**config.mk**
```make
export PLATFORM = sky130hd
export DESIGN_NAME = reply_reorder_buffer
export DESIGN_NICKNAME = d
export VERILOG_FILES = /design/src/rtl/rob_tm_pkg.sv /design/src/rtl/rob_credit_ctrl.sv /design/src/rtl/rob_slot_store.sv /design/src/rtl/rob_release_fsm.sv /design/src/rtl/reply_reorder_buffer.sv
export SDC_FILE = /design/constraint.sdc
export NUM_CORES = 1
export LEC_CHECK = 0
export ABC_CLOCK_PERIOD_IN_PS = 2500
export BUFFER_PORTS_ARGS = -buffer_cell sky130_fd_sc_hd__clkbuf_2
export CORE_ASPECT_RATIO = 0.9
export CORE_MARGIN = 2
export CORE_UTILIZATION = 55
export DETAILED_ROUTE_END_ITERATION = 10
export GPL_TIMING_DRIVEN = 0
export PLACE_DENSITY = 0.87
export SKIP_LAST_GASP = 1
export SYNTH_ARGS = -nofsm -noshare
export SYNTH_HDL_FRONTEND = slang
export SYNTH_HIERARCHICAL = 1
export SYNTH_SLANG_ARGS = --single-unit
```
**constraint.sdc**
```tcl
create_clock -name clk -period 2.5 [get_ports clk]
set_input_delay 0.5 -clock clk [delete_from_list [all_inputs] [get_ports clk]]
set_output_delay 0.5 -clock clk [all_outputs]
set_load 0.1 [all_outputs]
```
**src/rtl/rob_tm_pkg.sv**
```systemverilog
package rob_tm_pkg;
    typedef enum logic {CR_OPEN, CR_FULL} credit_state_t;
    typedef enum logic {REL_WAIT, REL_SHOW} rel_state_t;
endpackage

```
**src/rtl/rob_credit_ctrl.sv**
```systemverilog
module rob_credit_ctrl
    import rob_tm_pkg::*;
#(
    parameter int TAG_W = 3
) (
    input  logic             clk,
    input  logic             rst_n,
    input  logic             issue_req,
    input  logic             release_en,
    output logic             issue_ready,
    output logic             issue_fire,
    output logic [TAG_W-1:0] issue_tag
);
    localparam int DEPTH = 1 << TAG_W;
    localparam int CNT_W = TAG_W + 1;
    localparam logic [CNT_W-1:0] FULL_CNT = CNT_W'(DEPTH);
    localparam logic [CNT_W-1:0] LAST_FREE = CNT_W'(DEPTH - 1);

    credit_state_t    state_q, state_d;
    logic [CNT_W-1:0] count_q;
    logic [TAG_W-1:0] head_q;

    always_ff @(posedge clk) begin
        if (!rst_n) begin
            state_q <= CR_OPEN;
            count_q <= '0;
            head_q  <= '0;
        end else begin
            state_q <= state_d;
            unique case ({issue_fire, release_en})
                2'b10:   count_q <= count_q + 1'b1;
                2'b01:   count_q <= count_q - 1'b1;
                default: count_q <= count_q;
            endcase
            if (issue_fire) head_q <= head_q + 1'b1;
        end
    end

    always_comb begin
        state_d     = state_q;
        issue_ready = 1'b0;
        unique case (state_q)
            CR_OPEN: begin
                issue_ready = 1'b1;
                if (issue_req && !release_en && count_q == LAST_FREE)
                    state_d = CR_FULL;
            end
            CR_FULL: begin
                if (release_en) state_d = CR_OPEN;
            end
            default: state_d = CR_OPEN;
        endcase
        issue_fire = issue_req && issue_ready;
        issue_tag  = head_q;
    end

    AST_FULL_MATCH: assert property (@(posedge clk) disable iff (!rst_n)
        (state_q == CR_FULL) == (count_q == FULL_CNT));
    AST_COUNT_BOUND: assert property (@(posedge clk) disable iff (!rst_n)
        count_q <= FULL_CNT);
    AST_TAG_STEP: assert property (@(posedge clk) disable iff (!rst_n)
        issue_fire |=> head_q == $past(head_q) + 1'b1);
    AST_RELEASE_HAS_CREDIT: assert property (@(posedge clk) disable iff (!rst_n)
        release_en |-> count_q != '0);
endmodule

```
**src/rtl/rob_slot_store.sv**
```systemverilog
module rob_slot_store #(
    parameter int TAG_W  = 3,
    parameter int DATA_W = 16
) (
    input  logic              clk,
    input  logic              rst_n,
    input  logic              issue_en,
    input  logic [TAG_W-1:0]  issue_idx,
    input  logic              wr_en,
    input  logic [TAG_W-1:0]  wr_tag,
    input  logic [DATA_W-1:0] wr_data,
    input  logic              rel_en,
    input  logic [TAG_W-1:0]  rel_idx,
    input  logic [TAG_W-1:0]  rd0_idx,
    input  logic [TAG_W-1:0]  rd1_idx,
    output logic              rd0_valid,
    output logic [DATA_W-1:0] rd0_data,
    output logic              rd1_valid,
    output logic [DATA_W-1:0] rd1_data
);
    localparam int DEPTH = 1 << TAG_W;

    logic [DEPTH-1:0]  pend_q;
    logic [DEPTH-1:0]  full_q;
    logic [DATA_W-1:0] mem_q [DEPTH];
    logic              wr_accept;

    assign wr_accept = wr_en && pend_q[wr_tag] && !full_q[wr_tag];

    for (genvar s = 0; s < DEPTH; s++) begin : g_slot
        always_ff @(posedge clk) begin
            if (!rst_n) begin
                pend_q[s] <= 1'b0;
                full_q[s] <= 1'b0;
            end else if (rel_en && rel_idx == TAG_W'(s)) begin
                pend_q[s] <= 1'b0;
                full_q[s] <= 1'b0;
            end else begin
                if (issue_en && issue_idx == TAG_W'(s)) pend_q[s] <= 1'b1;
                if (wr_accept && wr_tag == TAG_W'(s))   full_q[s] <= 1'b1;
            end
        end
    end

    always_ff @(posedge clk) begin
        if (wr_accept) mem_q[wr_tag] <= wr_data;
    end

    assign rd0_valid = full_q[rd0_idx];
    assign rd0_data  = mem_q[rd0_idx];
    assign rd1_valid = full_q[rd1_idx];
    assign rd1_data  = mem_q[rd1_idx];

    AST_ISSUE_FREE_SLOT: assert property (@(posedge clk) disable iff (!rst_n)
        issue_en |-> !pend_q[issue_idx]);
    AST_REL_FILLED: assert property (@(posedge clk) disable iff (!rst_n)
        rel_en |-> full_q[rel_idx] && pend_q[rel_idx]);
    AST_FULL_NEEDS_PEND: assert property (@(posedge clk) disable iff (!rst_n)
        (full_q & ~pend_q) == '0);
    AST_FILL_KEEPS: assert property (@(posedge clk) disable iff (!rst_n)
        wr_accept && !(rel_en && rel_idx == wr_tag) |=>
        full_q[$past(wr_tag)] && mem_q[$past(wr_tag)] == $past(wr_data));
endmodule

```
**src/rtl/rob_release_fsm.sv**
```systemverilog
module rob_release_fsm
    import rob_tm_pkg::*;
#(
    parameter int TAG_W  = 3,
    parameter int DATA_W = 16
) (
    input  logic              clk,
    input  logic              rst_n,
    input  logic              cur_valid,
    input  logic [DATA_W-1:0] cur_data,
    input  logic              nxt_valid,
    input  logic [DATA_W-1:0] nxt_data,
    input  logic              out_ready,
    output logic              out_valid,
    output logic [DATA_W-1:0] out_data,
    output logic [TAG_W-1:0]  out_tag,
    output logic              rel_en
);
    rel_state_t        state_q, state_d;
    logic [TAG_W-1:0]  tail_q, tail_d;
    logic [DATA_W-1:0] data_q, data_d;

    always_ff @(posedge clk) begin
        if (!rst_n) begin
            state_q <= REL_WAIT;
            tail_q  <= '0;
            data_q  <= '0;
        end else begin
            state_q <= state_d;
            tail_q  <= tail_d;
            data_q  <= data_d;
        end
    end

    always_comb begin
        state_d = state_q;
        tail_d  = tail_q;
        data_d  = data_q;
        rel_en  = 1'b0;
        unique case (state_q)
            REL_WAIT: begin
                if (cur_valid) begin
                    data_d  = cur_data;
                    state_d = REL_SHOW;
                end
            end
            REL_SHOW: begin
                if (out_ready) begin
                    rel_en = 1'b1;
                    tail_d = tail_q + 1'b1;
                    if (nxt_valid) data_d  = nxt_data;
                    else           state_d = REL_WAIT;
                end
            end
            default: state_d = REL_WAIT;
        endcase
        out_valid = (state_q == REL_SHOW);
        out_data  = data_q;
        out_tag   = tail_q;
    end

    AST_OUT_HOLD: assert property (@(posedge clk) disable iff (!rst_n)
        out_valid && !out_ready |=> out_valid && $stable(out_data) && $stable(out_tag));
    AST_TAIL_STEP: assert property (@(posedge clk) disable iff (!rst_n)
        rel_en |=> out_tag == $past(out_tag) + 1'b1);
    AST_SHOW_BACKED: assert property (@(posedge clk) disable iff (!rst_n)
        out_valid |-> cur_valid);
    AST_CHAIN: assert property (@(posedge clk) disable iff (!rst_n)
        out_valid && out_ready && nxt_valid |=> out_valid);
endmodule

```
**src/rtl/reply_reorder_buffer.sv**
```systemverilog
module reply_reorder_buffer
    import rob_tm_pkg::*;
#(
    parameter int TAG_W  = 3,
    parameter int DATA_W = 16
) (
    input  logic              clk,
    input  logic              rst_n,
    input  logic              req_valid,
    output logic              req_ready,
    output logic [TAG_W-1:0]  req_tag,
    input  logic              rsp_valid,
    input  logic [TAG_W-1:0]  rsp_tag,
    input  logic [DATA_W-1:0] rsp_data,
    output logic              out_valid,
    input  logic              out_ready,
    output logic [DATA_W-1:0] out_data,
    output logic [TAG_W-1:0]  out_tag
);
    logic              issue_fire;
    logic              rel_en;
    logic [TAG_W-1:0]  nxt_idx;
    logic              cur_valid, nxt_valid;
    logic [DATA_W-1:0] cur_data, nxt_data;

    assign nxt_idx = out_tag + 1'b1;

    rob_credit_ctrl #(.TAG_W(TAG_W)) u_credit (
        .clk         (clk),
        .rst_n       (rst_n),
        .issue_req   (req_valid),
        .release_en  (rel_en),
        .issue_ready (req_ready),
        .issue_fire  (issue_fire),
        .issue_tag   (req_tag)
    );

    rob_slot_store #(.TAG_W(TAG_W), .DATA_W(DATA_W)) u_store (
        .clk       (clk),
        .rst_n     (rst_n),
        .issue_en  (issue_fire),
        .issue_idx (req_tag),
        .wr_en     (rsp_valid),
        .wr_tag    (rsp_tag),
        .wr_data   (rsp_data),
        .rel_en    (rel_en),
        .rel_idx   (out_tag),
        .rd0_idx   (out_tag),
        .rd1_idx   (nxt_idx),
        .rd0_valid (cur_valid),
        .rd0_data  (cur_data),
        .rd1_valid (nxt_valid),
        .rd1_data  (nxt_data)
    );

    rob_release_fsm #(.TAG_W(TAG_W), .DATA_W(DATA_W)) u_release (
        .clk       (clk),
        .rst_n     (rst_n),
        .cur_valid (cur_valid),
        .cur_data  (cur_data),
        .nxt_valid (nxt_valid),
        .nxt_data  (nxt_data),
        .out_ready (out_ready),
        .out_valid (out_valid),
        .out_data  (out_data),
        .out_tag   (out_tag),
        .rel_en    (rel_en)
    );
endmodule

```
* After elaboration in Yosys (flattened, before gate mapping)
Memory sizes are Yosys's and may differ from the RTL's. A register that Yosys moved wholly into a read port is not among the register bits.
Index checks and enable logic that the tools add are counted.
** Storage, ports and cells
- Bits in registers :: 44
- RAM bits :: 128
- Bits of input ports :: 24
- Output and inout port bits :: 24
- Logic and storage cells :: 132
- Memories kept :: 1
** Memory list
- u_store.mem_q :: depth 8, bits a word 16, read ports 2, clocked after memory_dff 1, write ports 1, line rob_slot_store.sv:25 : logic [DATA_W-1:0] mem_q [DEPTH];
** Operators by class
- Add/sub/neg operators :: 4
- $lt $le $gt $ge :: 3
- Equality and inequality tests :: 27
- Multiplexer cells :: 27
- Bitwise operators :: 3
- Reductions and logical operators :: 45
** Operators with widths (number)
- $mux 16 :: 3
- $eq 3x3->1 const B :: 12
- $pmux 16 s2 :: 1
- $logic_and 1x1->1 :: 29
- $eq 3x2->1 const B :: 6
- $reduce_or 2->1 :: 8
- $mux 1 :: 14
- $bmux 1 s3 :: 4
- $lt 3x4->1 const B :: 3
- $eq 3x1->1 const B :: 3
- $logic_not 3->1 :: 3
- $pmux 4 s2 :: 1
- $add 3x1->3 const B :: 2
- $mux 3 :: 2
- $ne 2x2->1 const B :: 3
- $add 4x1->4 const B :: 1
- $eq 4x3->1 const B :: 1
- $pmux 1 s2 :: 2
- $sub 4x1->4 const B :: 1
- $not 1->1 :: 3
- $reduce_and 3->1 :: 1
- $eq 2x1->1 const B :: 1
- $eq 2x2->1 const B :: 1
- $logic_not 1->1 :: 2
- other kinds (2) :: 2

* Logic depth before layout (Yosys ltp)
- Depth in word-level cells :: 7
- Gate-level depth with buffers :: 11
- Mapped depth without buffers :: 9

* Hierarchy
Netlist, hierarchy kept.
** Modules (own cells, without submodules)
- rob_slot_store :: instances 1, cells an instance 340, area an instance 6791.5 um^2
- rob_release_fsm :: instances 1, cells an instance 93, area an instance 1011.0 um^2
- rob_credit_ctrl :: instances 1, cells an instance 47, area an instance 439.2 um^2
- reply_reorder_buffer :: instances 1, cells an instance 3, area an instance 25.0 um^2

* Worst setup path after synthesis
OpenSTA, ideal clock, no wires.
- Path type :: register -> register
- Start point :: reg u_release.tail_q[1] (netlist: u_release/out_tag[1])
- End point :: reg u_release.data_q[0] (netlist: u_release/out_data[0])
- Library setup time :: 0.120 ns
- Arrival :: 3.170 ns
- Required time :: 2.380 ns
- Path slack :: -0.790 ns
- Cell stages (with the launch flop) :: 12
- Path buffers :: 4
- Period minus slack after synthesis :: 3.290 ns
- Path through :: dfxtp_1 ha_1 xor2_1 clkbuf_1 buf_2 mux4_2 mux2_2 and3_1 buf_6 buf_12 a22oi_2 a21boi_2
** On the way
- Word-level cells in the longest chain between the ends :: 5
- Elaborated cells between the ends (all ways) :: 12
- Classes of those cells :: 1 x add/sub; 2 x eq/ne; 7 x mux; 1 x reduce/logical; 1 x memory
** RTL lines
- start, declared :: line rob_release_fsm.sv:20 : logic [TAG_W-1:0] tail_q, tail_d;
- start signal, assigned :: line rob_release_fsm.sv:30 : tail_q <= tail_d;
- $add 3x1->3 :: line reply_reorder_buffer.sv:26 : assign nxt_idx = out_tag + 1'b1;
- net nxt_idx[2] :: line reply_reorder_buffer.sv:22 : logic [TAG_W-1:0] nxt_idx;
- $bmux 1 s3 :: line rob_slot_store.sv:51 : assign rd1_valid = full_q[rd1_idx];
- $mux 1 (implied by the code) :: line rob_slot_store.sv:51
- net nxt_valid :: line reply_reorder_buffer.sv:23 : logic cur_valid, nxt_valid;
- $ne 2x2->1 (no source line)
- $reduce_and 3->1 (no source line)
- end signal, assigned :: line rob_release_fsm.sv:31 : data_q <= data_d;
- end, declared :: line rob_release_fsm.sv:21 : logic [DATA_W-1:0] data_q, data_d;
The timed path passes the listed nets, and every way through them passes these cells. The select of a mux whose other input is x is not followed.
A chain may end at the register's enable or synchronous reset.

* Worst setup path in the final report
- Start point :: reg u_release.tail_q[1] (netlist: u_release/out_tag[1])
- End point :: reg u_release.data_q[5] (netlist: u_release/out_data[5])
** On the way
- Elaborated cells between the ends (all ways) :: 12
- Classes of those cells :: 1 x add/sub; 2 x eq/ne; 7 x mux; 1 x reduce/logical; 1 x memory
** RTL lines
- $bmux 1 s3 :: line rob_slot_store.sv:49 : assign rd0_valid = full_q[rd0_idx];
- $mux 1 (implied by the code) :: line rob_slot_store.sv:49
- net cur_valid :: line reply_reorder_buffer.sv:23
- $ne 2x2->1 (no source line)
- $reduce_and 3->1 (no source line)
The timed path passes the listed nets, and every way through them passes these cells. The select of a mux whose other input is x is not followed.

==> summary.txt <==
Status
  – Outcome: finished, final reports clean

Layout
  – Fillers: 928
  – Layout Nets: 593
  – Area Growth Syn to Fin: 17.2%
  – Share of cells above drive strength 1: 37.2%
  – Final std cells w/o fill: 775
  – Final instance area: 9690 um2
  – Final Util: 65.8%

Worst setup path
  – R2R setup slack: 0.01 ns
  – Critical R2R Launch: u_release/out_tag[1]
  – Setup crit start kind: flip-flop
  – Crit path capture type: flip-flop
  – Arr. time, crit path: 2.81 ns
  – Worst path slowest cell: mux4_2
  – WP data required: 2.82 ns
  – Reg-to-reg endpoint: u_release/out_data[5]
  – CP delay by family, top: multiplexers
  – CP cell instances: buf_6 > buf_12 > mux4_2 > mux2_2 > nor2b_1 > buf_6 > buf_12 > a22oi_2 > a21boi_2
  – Reg2reg path depth: 9
  – CP bufs+invs: 4
  – CP peak stage delay: 0.49 ns
  – Crit path kind: flip-flop to flip-flop
  – Crit-path max FO: 10

Floorplanning
  – Die area: 16,000 um2
  – Io pins: 48
  – Core Area: 14,700 um2
  – Initial core utilization: 56.2%
  – Rows: 42
  – Die Y-Extent: 120 um
  – DIE WIDTH: 133 um

Route
  – Final wirelength: 19,500 um
  – Vias: 5,071
  – Routed Antenna Nets: 0
  – DRC: 0
  – Initial drt markers: 586
  – Wire per inst: 25.2 um
  – Vias per cell: 6.54
  – DRT Pass-1 Iters: 4

Synth
  – Synth top area share: 46.5%
  – Most common cell in the netlist: edfxtp_1
  – Synth Area per Inst: 17.1 um2
  – Largest cells by area after synthesis: edfxtp_1, mux4_1, dfxtp_1, mux4_2, mux2_2
  – Synthesized instance count: 483
  – Post-synth EDFFs: 128
  – Synth Warn #: 6
  – Netlist Area Pre-Place: 8270 um2
  – Yosys reg bits: 172
  – Sequential area share after synthesis: 57.2%
  – Net Count, Synth: 513
  – Top FF cell, synth: edfxtp_1
  – Dominant cell type by area after synthesis: edfxtp_1
  – Most frequent cells after synthesis: edfxtp_1, mux4_1, dfxtp_1, mux2_2, nor2_1
  – Unique masters post-synth: 40
  – Async S/R FF share, synth: 0%

Timing
  – Setup TNS: 0 ns
  – Clk_skew: 0.0146 ns
  – Minimum clock period: 2.49 ns
  – Final slew viol count: 0
  – Setup WS post-layout: 0.0114 ns
  – Hold slack: 0.328 ns
  – Unrepaired setup endpoints after global routing: yes
  – Final setup vio count: 0
  – Fin crit share: 99.5%
  – Worst-Margin Slew: 0.619 ns
  – Fmax: 0.402 GHz
  – Worst slew margin: 58.7%
  – Final hold vios: 0

Worst hold path
  – Hold path start: rsp_data[8]
  – Min-delay worst type: input port to flip-flop
  – WHS Path Cells: 1
  – Hold path endpoint: u_store/mem_q[4][8]

Clocking
  – Clock insertion delay at the later pin of the skew report: 0.45 ns
  – Clock root buffer: clkbuf_16
  – Reg clk slew, reported paths: 0.07 ns
  – CTS buffer count: 17
  – H-Tree Depth: 4
  – Post-CTS Hold Fix Bufs: 0
  – Clock sink total: 172
  – CTS max path bufs: 2
  – CTS tree: built

Placed design
  – Post-Place Cell Area: 8920 um2
  – Port bufs: 46
  – HPWL Detailed: 12,900 um
  – Placed cell count: 735
  – GP Congestion: 0.846
  – Placement Setup Slack: -0.250 ns

Power
  – Leak: 3.32 nW
  – Total power: 6.08 mW
  – VDD IR max: 596 uV
  – PD cells: 627 nW/um2

GRT
  – First-pass GRT wire length: 29,000 um
  – Gr usage total: 25.0%
  – Initial antenna violation count: 0
  – Vias in the first global route: 4,975
  – Pin count of the biggest net entering global routing: 21
  – Total gr overflow: 0

Job
  – # Max-Cap Violations: 0
## layer usage
layer | wire, um | vias up | GRT usage [%] | part of all wire [%]
met1 | 7630 | 2593 | 32.9 | 39
met5 | 0 | - | 0 | 0
met3 | 1840 | 45 | 6.83 | 9.4
met4 | 408 | 0 | 8.24 | 2.1
met2 | 9680 | 275 | 40.9 | 49
li1 | - | 2158 | - | -
## what timing repair did
action	in CTS	in global routing
gates cloned	0	1
pin swaps	1	4
resized for setup	15	8
setup endpoints to repair	16	10
setup buffers	6	4
## registers in the layout, indices dropped and copies added (netlist names)
register,count
u_credit/count_q,4
u_credit/issue_tag,3
u_credit/state_q,1
u_release/out_data,16
u_release/out_tag,3
u_release/out_valid,1
u_store/full_q,8
u_store/mem_q,128
u_store/pend_q,8
## layout by cell type, fill, tap and decap left out, types with 4 or more instances in the layout
cell,instances
inv_8,6
nor2_1,16
a21oi_1,7
o21ai_0,9
a31oi_1,6
ha_1,5
clkbuf_2,50
buf_4,9
a21boi_0,7
nor2_2,8
mux2_2,35
mux2i_1,5
nand2_1,12
a22oi_2,10
nand2b_1,5
mux4_2,21
buf_8,8
nor2b_1,9
buf_6,10
mux4_1,47
xnor2_1,4
clkbuf_1,4
a22oi_1,6
inv_1,8
a21boi_2,10
dfxtp_1,40
clkbuf_16,18
nand3_1,21
clkinv_8,4
and2_1,6
buf_12,5
edfxtp_1,128
## cell families (layout without fill, tap and decap cells)
kind of cell               count (synthesis)  count (layout)  share of synthesized area (%)
muxes                                    109             109                           26.2
AOI/OAI and AO/OA                         64              64                           6.43
adders and majority gates                  6               6                          0.908
and+or+nand+nor                           85              85                           5.13
DFF                                      172             172                           57.2
other                                      0               1                              0
xor gates and xnor gates                   8               8                          0.847
buffers and inverters                     39             132                           3.31
## layout make-up
| type | instances | area [um2] | share of cell area (%) |
|---|---|---|---|
| inverter | 8 | 30.0 | 0.310 |
| antenna | 1 | 2.50 | 0.0258 |
| clock inverter | 15 | 205 | 2.12 |
| timing repair buffer | 64 | 443 | 4.57 |
| sequential | 172 | 4740 | 48.9 |
| clock buffer | 17 | 425 | 4.39 |
| buffer | 28 | 284 | 2.93 |
| multi-input combinational | 272 | 3310 | 34.2 |
| tap | 198 | 248 | 2.56 |
## report_power, final
group          internal, mW  switching (mW)  total [mW]
clock                  1.47            1.28        2.74
sequential             3.08          0.0235        3.10
combinational        0.0806           0.153       0.234
total                  4.62            1.45        6.08
## worst max path at each step
| stage | cells past startpoint | end | startpoint |
|---|---|---|---|
| detailed placement | 8 | u_release/out_data[14] | u_release/out_tag[1] |
| global route | 9 | u_release/out_data[5] | u_release/out_tag[1] |
| floorplan | 11 | u_release/out_data[0] | u_release/out_tag[1] |
| CTS | 10 | u_release/out_data[5] | u_release/out_tag[0] |
| global placement | 4 | u_store/mem_q[7][6] | rsp_tag[1] |
| finish | 9 | u_release/out_data[5] | u_release/out_tag[1] |
(Power assumes the default switching activity.)
